## src/rtl/csg_pkg.sv

```systemverilog
package csg_pkg;

  localparam int ADDR_W   = 24;
  localparam int BASE_LSB = 11;
  localparam int BASE_W   = ADDR_W - BASE_LSB;
  localparam int SIZE_W   = 4;
  localparam int CFG_W    = BASE_W + SIZE_W;
  localparam int TM_W     = 4;
  localparam int MAX_SIZE = BASE_W - 1;

  localparam logic [TM_W-1:0] TM_FAST = 4'he;
  localparam logic [TM_W-1:0] TM_EXT  = 4'hf;

  typedef struct packed {
    logic [BASE_W-1:0] base;
    logic [SIZE_W-1:0] size;
  } base_cfg_t;

  typedef struct packed {
    logic [1:0]      lane;
    logic            port16;
    logic            use_ds;
    logic [1:0]      dir;
    logic [2:0]      level;
    logic [1:0]      space;
    logic [TM_W-1:0] tmode;
  } opt_cfg_t;

  localparam int OPT_W = $bits(opt_cfg_t);

  function automatic logic space_ok(input logic [1:0] sp, input logic [2:0] fcode);
    logic is_user, is_sup, is_cpu;
    is_user = (fcode == 3'b001) || (fcode == 3'b010);
    is_sup  = (fcode == 3'b101) || (fcode == 3'b110);
    is_cpu  = (fcode == 3'b111);
    case (sp)
      2'b00:   space_ok = is_cpu;
      2'b01:   space_ok = is_user;
      2'b10:   space_ok = is_sup;
      default: space_ok = is_user || is_sup;
    endcase
  endfunction

endpackage

```

## src/rtl/csg_regs.sv

```systemverilog
module csg_regs
  import csg_pkg::*;
#(
  parameter int NUM_CH = 2,
  parameter int CH_W   = 1
) (
  input  logic                          clk,
  input  logic                          rst,
  input  logic                          we,
  input  logic [CH_W-1:0]               ch,
  input  logic                          opt_sel,
  input  logic [CFG_W-1:0]              wdata,
  output base_cfg_t [NUM_CH-1:0]        base_q,
  output opt_cfg_t  [NUM_CH-1:0]        opt_q
);

  for (genvar g = 0; g < NUM_CH; g++) begin : g_ch
    logic hit_ch;
    assign hit_ch = we && (ch == CH_W'(g));

    always_ff @(posedge clk) begin
      if (rst) begin
        base_q[g] <= '0;
        opt_q[g]  <= '0;
      end else if (hit_ch) begin
        if (opt_sel) opt_q[g]  <= opt_cfg_t'(wdata[OPT_W-1:0]);
        else         base_q[g] <= base_cfg_t'(wdata);
      end
    end
  end

endmodule

```

## src/rtl/csg_match.sv

```systemverilog
module csg_match
  import csg_pkg::*;
(
  input  base_cfg_t         bcfg,
  input  opt_cfg_t          ocfg,
  input  logic [BASE_W-1:0] addr_hi,
  input  logic [2:0]        addr_lvl,
  input  logic              addr_lsb,
  input  logic [2:0]        fc,
  input  logic [1:0]        siz,
  input  logic              rw,
  input  logic              as_n,
  input  logic              ds_n,
  output logic              hit
);

  logic [SIZE_W-1:0] size_eff;
  logic [BASE_W-1:0] bit_ok;
  logic addr_ok, dir_ok, lvl_ok, lane_ok, strobe_on;

  assign size_eff = (bcfg.size > SIZE_W'(MAX_SIZE)) ? SIZE_W'(MAX_SIZE) : bcfg.size;

  for (genvar i = 0; i < BASE_W; i++) begin : g_bit
    assign bit_ok[i] = (i < int'(size_eff)) || (addr_hi[i] == bcfg.base[i]);
  end

  assign addr_ok = &bit_ok;

  assign dir_ok = rw ? ocfg.dir[0] : ocfg.dir[1];

  assign lvl_ok = (ocfg.level == 3'b000) || (fc != 3'b111) || (addr_lvl == ocfg.level);

  always_comb begin
    if (!ocfg.port16) begin
      lane_ok = 1'b1;
    end else begin
      lane_ok = (ocfg.lane[1] && !addr_lsb) ||
                (ocfg.lane[0] && (addr_lsb || (siz != 2'b01)));
    end
  end

  assign strobe_on = ocfg.use_ds ? !ds_n : !as_n;

  assign hit = addr_ok && dir_ok && space_ok(ocfg.space, fc) && lvl_ok && lane_ok && strobe_on;

endmodule

```

## src/rtl/csg_timer.sv

```systemverilog
module csg_timer
  import csg_pkg::*;
(
  input  logic     clk,
  input  logic     rst,
  input  logic     hit,
  input  opt_cfg_t ocfg,
  output logic     cs_n,
  output logic     ack16_n,
  output logic     ack8_n
);

  logic            active;
  logic [TM_W-1:0] cnt;
  logic            is_fast, is_counted, ack_go;

  assign is_fast    = (ocfg.tmode == TM_FAST);
  assign is_counted = (ocfg.tmode != TM_FAST) && (ocfg.tmode != TM_EXT);
  assign ack_go     = hit && (is_fast || (active && is_counted && (cnt == '0)));

  always_ff @(posedge clk) begin
    if (rst) begin
      active  <= 1'b0;
      cnt     <= '0;
      cs_n    <= 1'b1;
      ack16_n <= 1'b1;
      ack8_n  <= 1'b1;
    end else begin
      cs_n    <= !hit;
      ack16_n <= !(ack_go && ocfg.port16);
      ack8_n  <= !(ack_go && !ocfg.port16);
      if (!hit) begin
        active <= 1'b0;
        cnt    <= '0;
      end else if (!active) begin
        active <= 1'b1;
        cnt    <= ocfg.tmode;
      end else if (cnt != '0) begin
        cnt <= cnt - TM_W'(1);
      end
    end
  end

endmodule

```

## src/rtl/chip_select_gen.sv

```systemverilog
module chip_select_gen
  import csg_pkg::*;
#(
  parameter int NUM_CH = 2,
  localparam int CH_W  = (NUM_CH > 1) ? $clog2(NUM_CH) : 1
) (
  input  logic              clk,
  input  logic              rst,
  input  logic              cfg_we,
  input  logic [CH_W-1:0]   cfg_ch,
  input  logic              cfg_opt,
  input  logic [CFG_W-1:0]  cfg_wdata,
  input  logic [ADDR_W-1:0] addr,
  input  logic [2:0]        fc,
  input  logic [1:0]        siz,
  input  logic              rw,
  input  logic              as_n,
  input  logic              ds_n,
  output logic [NUM_CH-1:0] cs_n,
  output logic [1:0]        ack_n
);

  base_cfg_t [NUM_CH-1:0] base_q;
  opt_cfg_t  [NUM_CH-1:0] opt_q;
  logic [NUM_CH-1:0] hit, a16_n, a8_n;
  logic unused_addr_mid;

  assign unused_addr_mid = ^addr[BASE_LSB-1:4];

  csg_regs #(.NUM_CH(NUM_CH), .CH_W(CH_W)) u_regs (
    .clk(clk), .rst(rst), .we(cfg_we), .ch(cfg_ch), .opt_sel(cfg_opt),
    .wdata(cfg_wdata), .base_q(base_q), .opt_q(opt_q)
  );

  for (genvar g = 0; g < NUM_CH; g++) begin : g_chan
    csg_match u_match (
      .bcfg(base_q[g]), .ocfg(opt_q[g]), .addr_hi(addr[ADDR_W-1:BASE_LSB]),
      .addr_lvl(addr[3:1]), .addr_lsb(addr[0]), .fc(fc), .siz(siz), .rw(rw),
      .as_n(as_n), .ds_n(ds_n), .hit(hit[g])
    );
    csg_timer u_timer (
      .clk(clk), .rst(rst), .hit(hit[g]), .ocfg(opt_q[g]),
      .cs_n(cs_n[g]), .ack16_n(a16_n[g]), .ack8_n(a8_n[g])
    );
  end

  assign ack_n = {&a16_n, &a8_n};

endmodule

```

## config.mk

```make
export PLATFORM = sky130hd
export DESIGN_NAME = chip_select_gen
export DESIGN_NICKNAME = d
export VERILOG_FILES = /design/src/rtl/csg_pkg.sv /design/src/rtl/csg_regs.sv /design/src/rtl/csg_match.sv /design/src/rtl/csg_timer.sv /design/src/rtl/chip_select_gen.sv
export SDC_FILE = /design/constraint.sdc
export NUM_CORES = 1
export LEC_CHECK = 0
export BUFFER_PORTS_ARGS = -buffer_cell sky130_fd_sc_hd__buf_2
export CORE_AREA = 2 2 83 85
export CTS_BUF_LIST = sky130_fd_sc_hd__clkbuf_8
export DETAILED_ROUTE_END_ITERATION = 16
export DIE_AREA = 0 0 85 87
export PLACE_DENSITY = 0.93
export SETUP_SLACK_MARGIN = 0.2
export SYNTH_ARGS = -nofsm -noshare
export SYNTH_HDL_FRONTEND = slang
export SYNTH_SLANG_ARGS = --single-unit
```

## constraint.sdc

```tcl
create_clock -name clk -period 2.6 [get_ports clk]
set_input_delay 0.52 -clock clk [delete_from_list [all_inputs] [get_ports clk]]
set_output_delay 0.52 -clock clk [all_outputs]
set_load 0.05 [all_outputs]
```

==> out/qor.txt <==
RD Place Congestion = 0.941
WL final = 9.17 mm
Yosys top cell area share = 0.429
Vias in the first global route = 3273
Synth area leader = dfxtp_1
First drt pass iteration count = 4
Status = complete, no violations
# port buffers = 50
Post-Syn Area = 3730 um^2
Share of cells above drive strength 1 = 0.155
Final WS setup = 0.519 ns
Syn Nets = 538
Leakage power = 1.47 nW
CP Launch Type = flip-flop
Hold Path Origin = cfg_wdata[15]
Crit Reg-Reg Startpoint = u_regs.opt_q[26]
Clock Tree Root = clkbuf_8
Nets = 576
Async S/R FF share, synth = 0
Most used standard cell by instance count after synthesis = nand2_1
Detailed Route Iter0 Violations = 315
Largest net degree at the start of global routing = 56
Ys Warns = 0
Min Hold Slack = 0.407 ns
Reg2Reg Setup Slack = 0.52 ns
RR Endpoint = g_chan[1].u_timer.ack8_n
Post-CTS Setup Inserts = 0
First-pass GRT wire length = 15.0 mm
Last element of the critical path = g_chan[1].u_timer.ack8_n
Grt total ovfl = 0
Cells after Synth = 482
Die area = 7400 um^2
P_int = 1.72 mW
Primary FF master, synth = dfxtp_1
CTS tree = yes
Pre-CTS setup slack = 0.268 ns
Starting Density = 0.568
CTS Hold Bufs = 0
Arrival time at the worst endpoint = 2.31 ns
VDD IR-drop max = 315 uV
CTS Sinks = 80
Tmin final = 2.08 ns
Slowest stage cell, crit path = or4_1
Yosys reg bits = 80
Setup_tns = 0 ns
Synth-to-layout area growth = 12.0%
Clock power frac = 0.345
Combinational share of power = 0.107
TritonCTS Buffers = 9
CP Launch Point = u_regs.opt_q[26]
Post-DR vias/cell = 5.85
Worst slew margin = 0.334
Clock latency on the worst-skew pair = 0.36 ns
Number of setup violations in the final report = 0
Switching pwr = 628 uW
PwrDens = 563 nW/um^2
H-tree depth = 3
Pins Over Slew Limit = 0
Clock buffer depth = 2
CTS clk-pin slew, worst paths = 0.08 ns
Initial antenna violation count = 0
Sequential Power Share = 0.547
Worst r2r path cells = 5
Critical Path End Type = flip-flop
Top post-synthesis cells by count = nand2_1 (143), dfxtp_1 (80), a21oi_1 (75), clkbuf_1 (21), xnor2_1 (21)
# IOs = 58
Final worst path period share = 0.800
CTS resizes = 0
Post-synthesis cell type count = 48
Final instance area = 4180 um^2
Hold WC Path Type = input port to flip-flop
Post-route ant nets = 0
Max Clk Rate = 481 MHz
Die Y = 87 um
Max-capacitance violation count = 0
CP max stage delay = 0.59 ns
Post-synth EDFFs = 0
Tightest Pin Transition = 0.990 ns
Critical-path cell list = mux2i_1, nand2_1, a2111oi_1, nand4_2, or4_1
Core Footprint = 6570 um^2
Placed Area = 4000 um^2
Chip Width = 85 um
Hold Fails Final Rpt = 0
Dominant cells by area after synthesis = dfxtp_1 (43%), nand2_1 (14%), a21oi_1 (10%)
Remaining DRCs = 0
Worst EP required = 2.83 ns
Crit-path max FO = 8
Site row count = 30
Sw Share = 0.267
Vias = 3536
Fin Clk Skew = 0.0107 ns
Average cell area after synthesis = 7.74 um^2
Wire per inst = 15.2 um
Number of diodes = 0
Total track usage = 0.257
FILL cells = 545
Sequential share of the synthesized area = 0.429
Critical path class = flip-flop to flip-flop
RSZ-0062 raised after global routing = false
DP HPWL = 6.67 mm
## layout by cell type, fill, tap and decap left out, types with 2 or more instances in the layout
cell / Yosys / routed
a211oi_1: 4 / 4
a21oi_1: 75 / 75
a221oi_1: 2 / 2
a22oi_1: 2 / 2
a311oi_1: 2 / 2
a31oi_1: 3 / 3
and2_1: 2 / 2
and3_1: 2 / 2
buf_2: 2 / 50
buf_4: 2 / 4
clkbuf_8: 0 / 10
clkinvlp_4: 0 / 3
dfxtp_1: 80 / 80
ha_1: 2 / 2
inv_1: 9 / 10
mux2i_1: 9 / 9
nand2_1: 143 / 143
nand2b_1: 4 / 4
nand3_1: 8 / 8
nand3b_1: 2 / 2
nor2_1: 12 / 12
nor3_1: 9 / 9
nor3b_1: 4 / 3
nor3b_2: 1 / 2
nor4_1: 7 / 7
o21ai_0: 12 / 12
o21ai_1: 2 / 2
or2_2: 6 / 6
or3_1: 2 / 2
or4_1: 3 / 3
xnor2_1: 21 / 21
xor2_1: 11 / 11
## power groups by stage
stage          Clock, mW  Combinational [mW]  Sequential, mW
6_report           0.811               0.252            1.29
4_1_cts            0.819               0.249            1.28
5_1_grt            0.869               0.276            1.29
2_1_floorplan          0               0.149            1.30
3_3_place_gp           0               0.238            1.31
3_5_place_dp           0               0.247            1.31
## worst min path at each step
stage                        end  slack [ns]  depth (start not counted)
6_report       u_regs.base_q[15]        0.41                          3
5_1_grt        u_regs.base_q[33]        0.41                          3
4_1_cts        u_regs.base_q[15]        0.39                          3
3_5_place_dp    u_regs.opt_q[29]        0.45                          2
3_3_place_gp    u_regs.opt_q[14]        0.44                          2
2_1_floorplan   u_regs.opt_q[10]        0.44                          2
## cell families after synthesis
kind of cell | Yosys count | share of synthesized area
AOI/OAI and AO/OA | 112 | 0.170
DFF | 80 | 0.429
buffers and inverters | 36 | 0.0389
and+or+nand+nor | 210 | 0.253
adders and majority gates | 2 | 0.00671
muxes | 10 | 0.0272
xor gates and xnor gates | 32 | 0.0751
## worst max-delay path, delay by kind of cell (launching register included)
family / cells / cell delay (ns)
mux: 1 / 0.20
simple gates: 3 / 0.96
compound gates: 1 / 0.45
flops: 1 / 0.35
## per-stage QoR
step / cells / power (mW) / util
final: 604 / 2.35 / 0.636
after global routing: 604 / 2.43 / 0.636
after CTS: 604 / 2.35 / 0.636
after detailed placement: 589 / 1.56 / 0.610
after global placement: 589 / 1.55 / 0.610
after floorplan: 482 / 1.45 / -
## routing by layer
layer | global-route usage | wire (um) | vias to the layer above
li1 | - | - | 1716
met1 | 0.315 | 3630 | 1634
met2 | 0.430 | 4480 | 155
met3 | 0.0389 | 692 | 31
met4 | 0.147 | 366 | 0
met5 | 0 | 0 | -
## state kept, by name (all words and copies together) (netlist names)
signal / flops
u_regs.base_q: 34
u_regs.opt_q: 30
g_chan.u_timer.cnt: 8
g_chan.u_timer.ack16_n: 2
g_chan.u_timer.ack8_n: 2
g_chan.u_timer.active: 2
g_chan.u_timer.cs_n: 2
## final cells by class
class	count	area (um^2)	area share
Clock inverter	5	35.0	0.00839
Multi-Input combinational cell	366	1990	0.476
Sequential cell	80	1600	0.383
Inverter	9	33.8	0.00809
Tap cell	80	100	0.0240
Clock buffer	10	138	0.0330
Timing Repair Buffer	54	280	0.0671
Power figures use the tool's default switching activity.
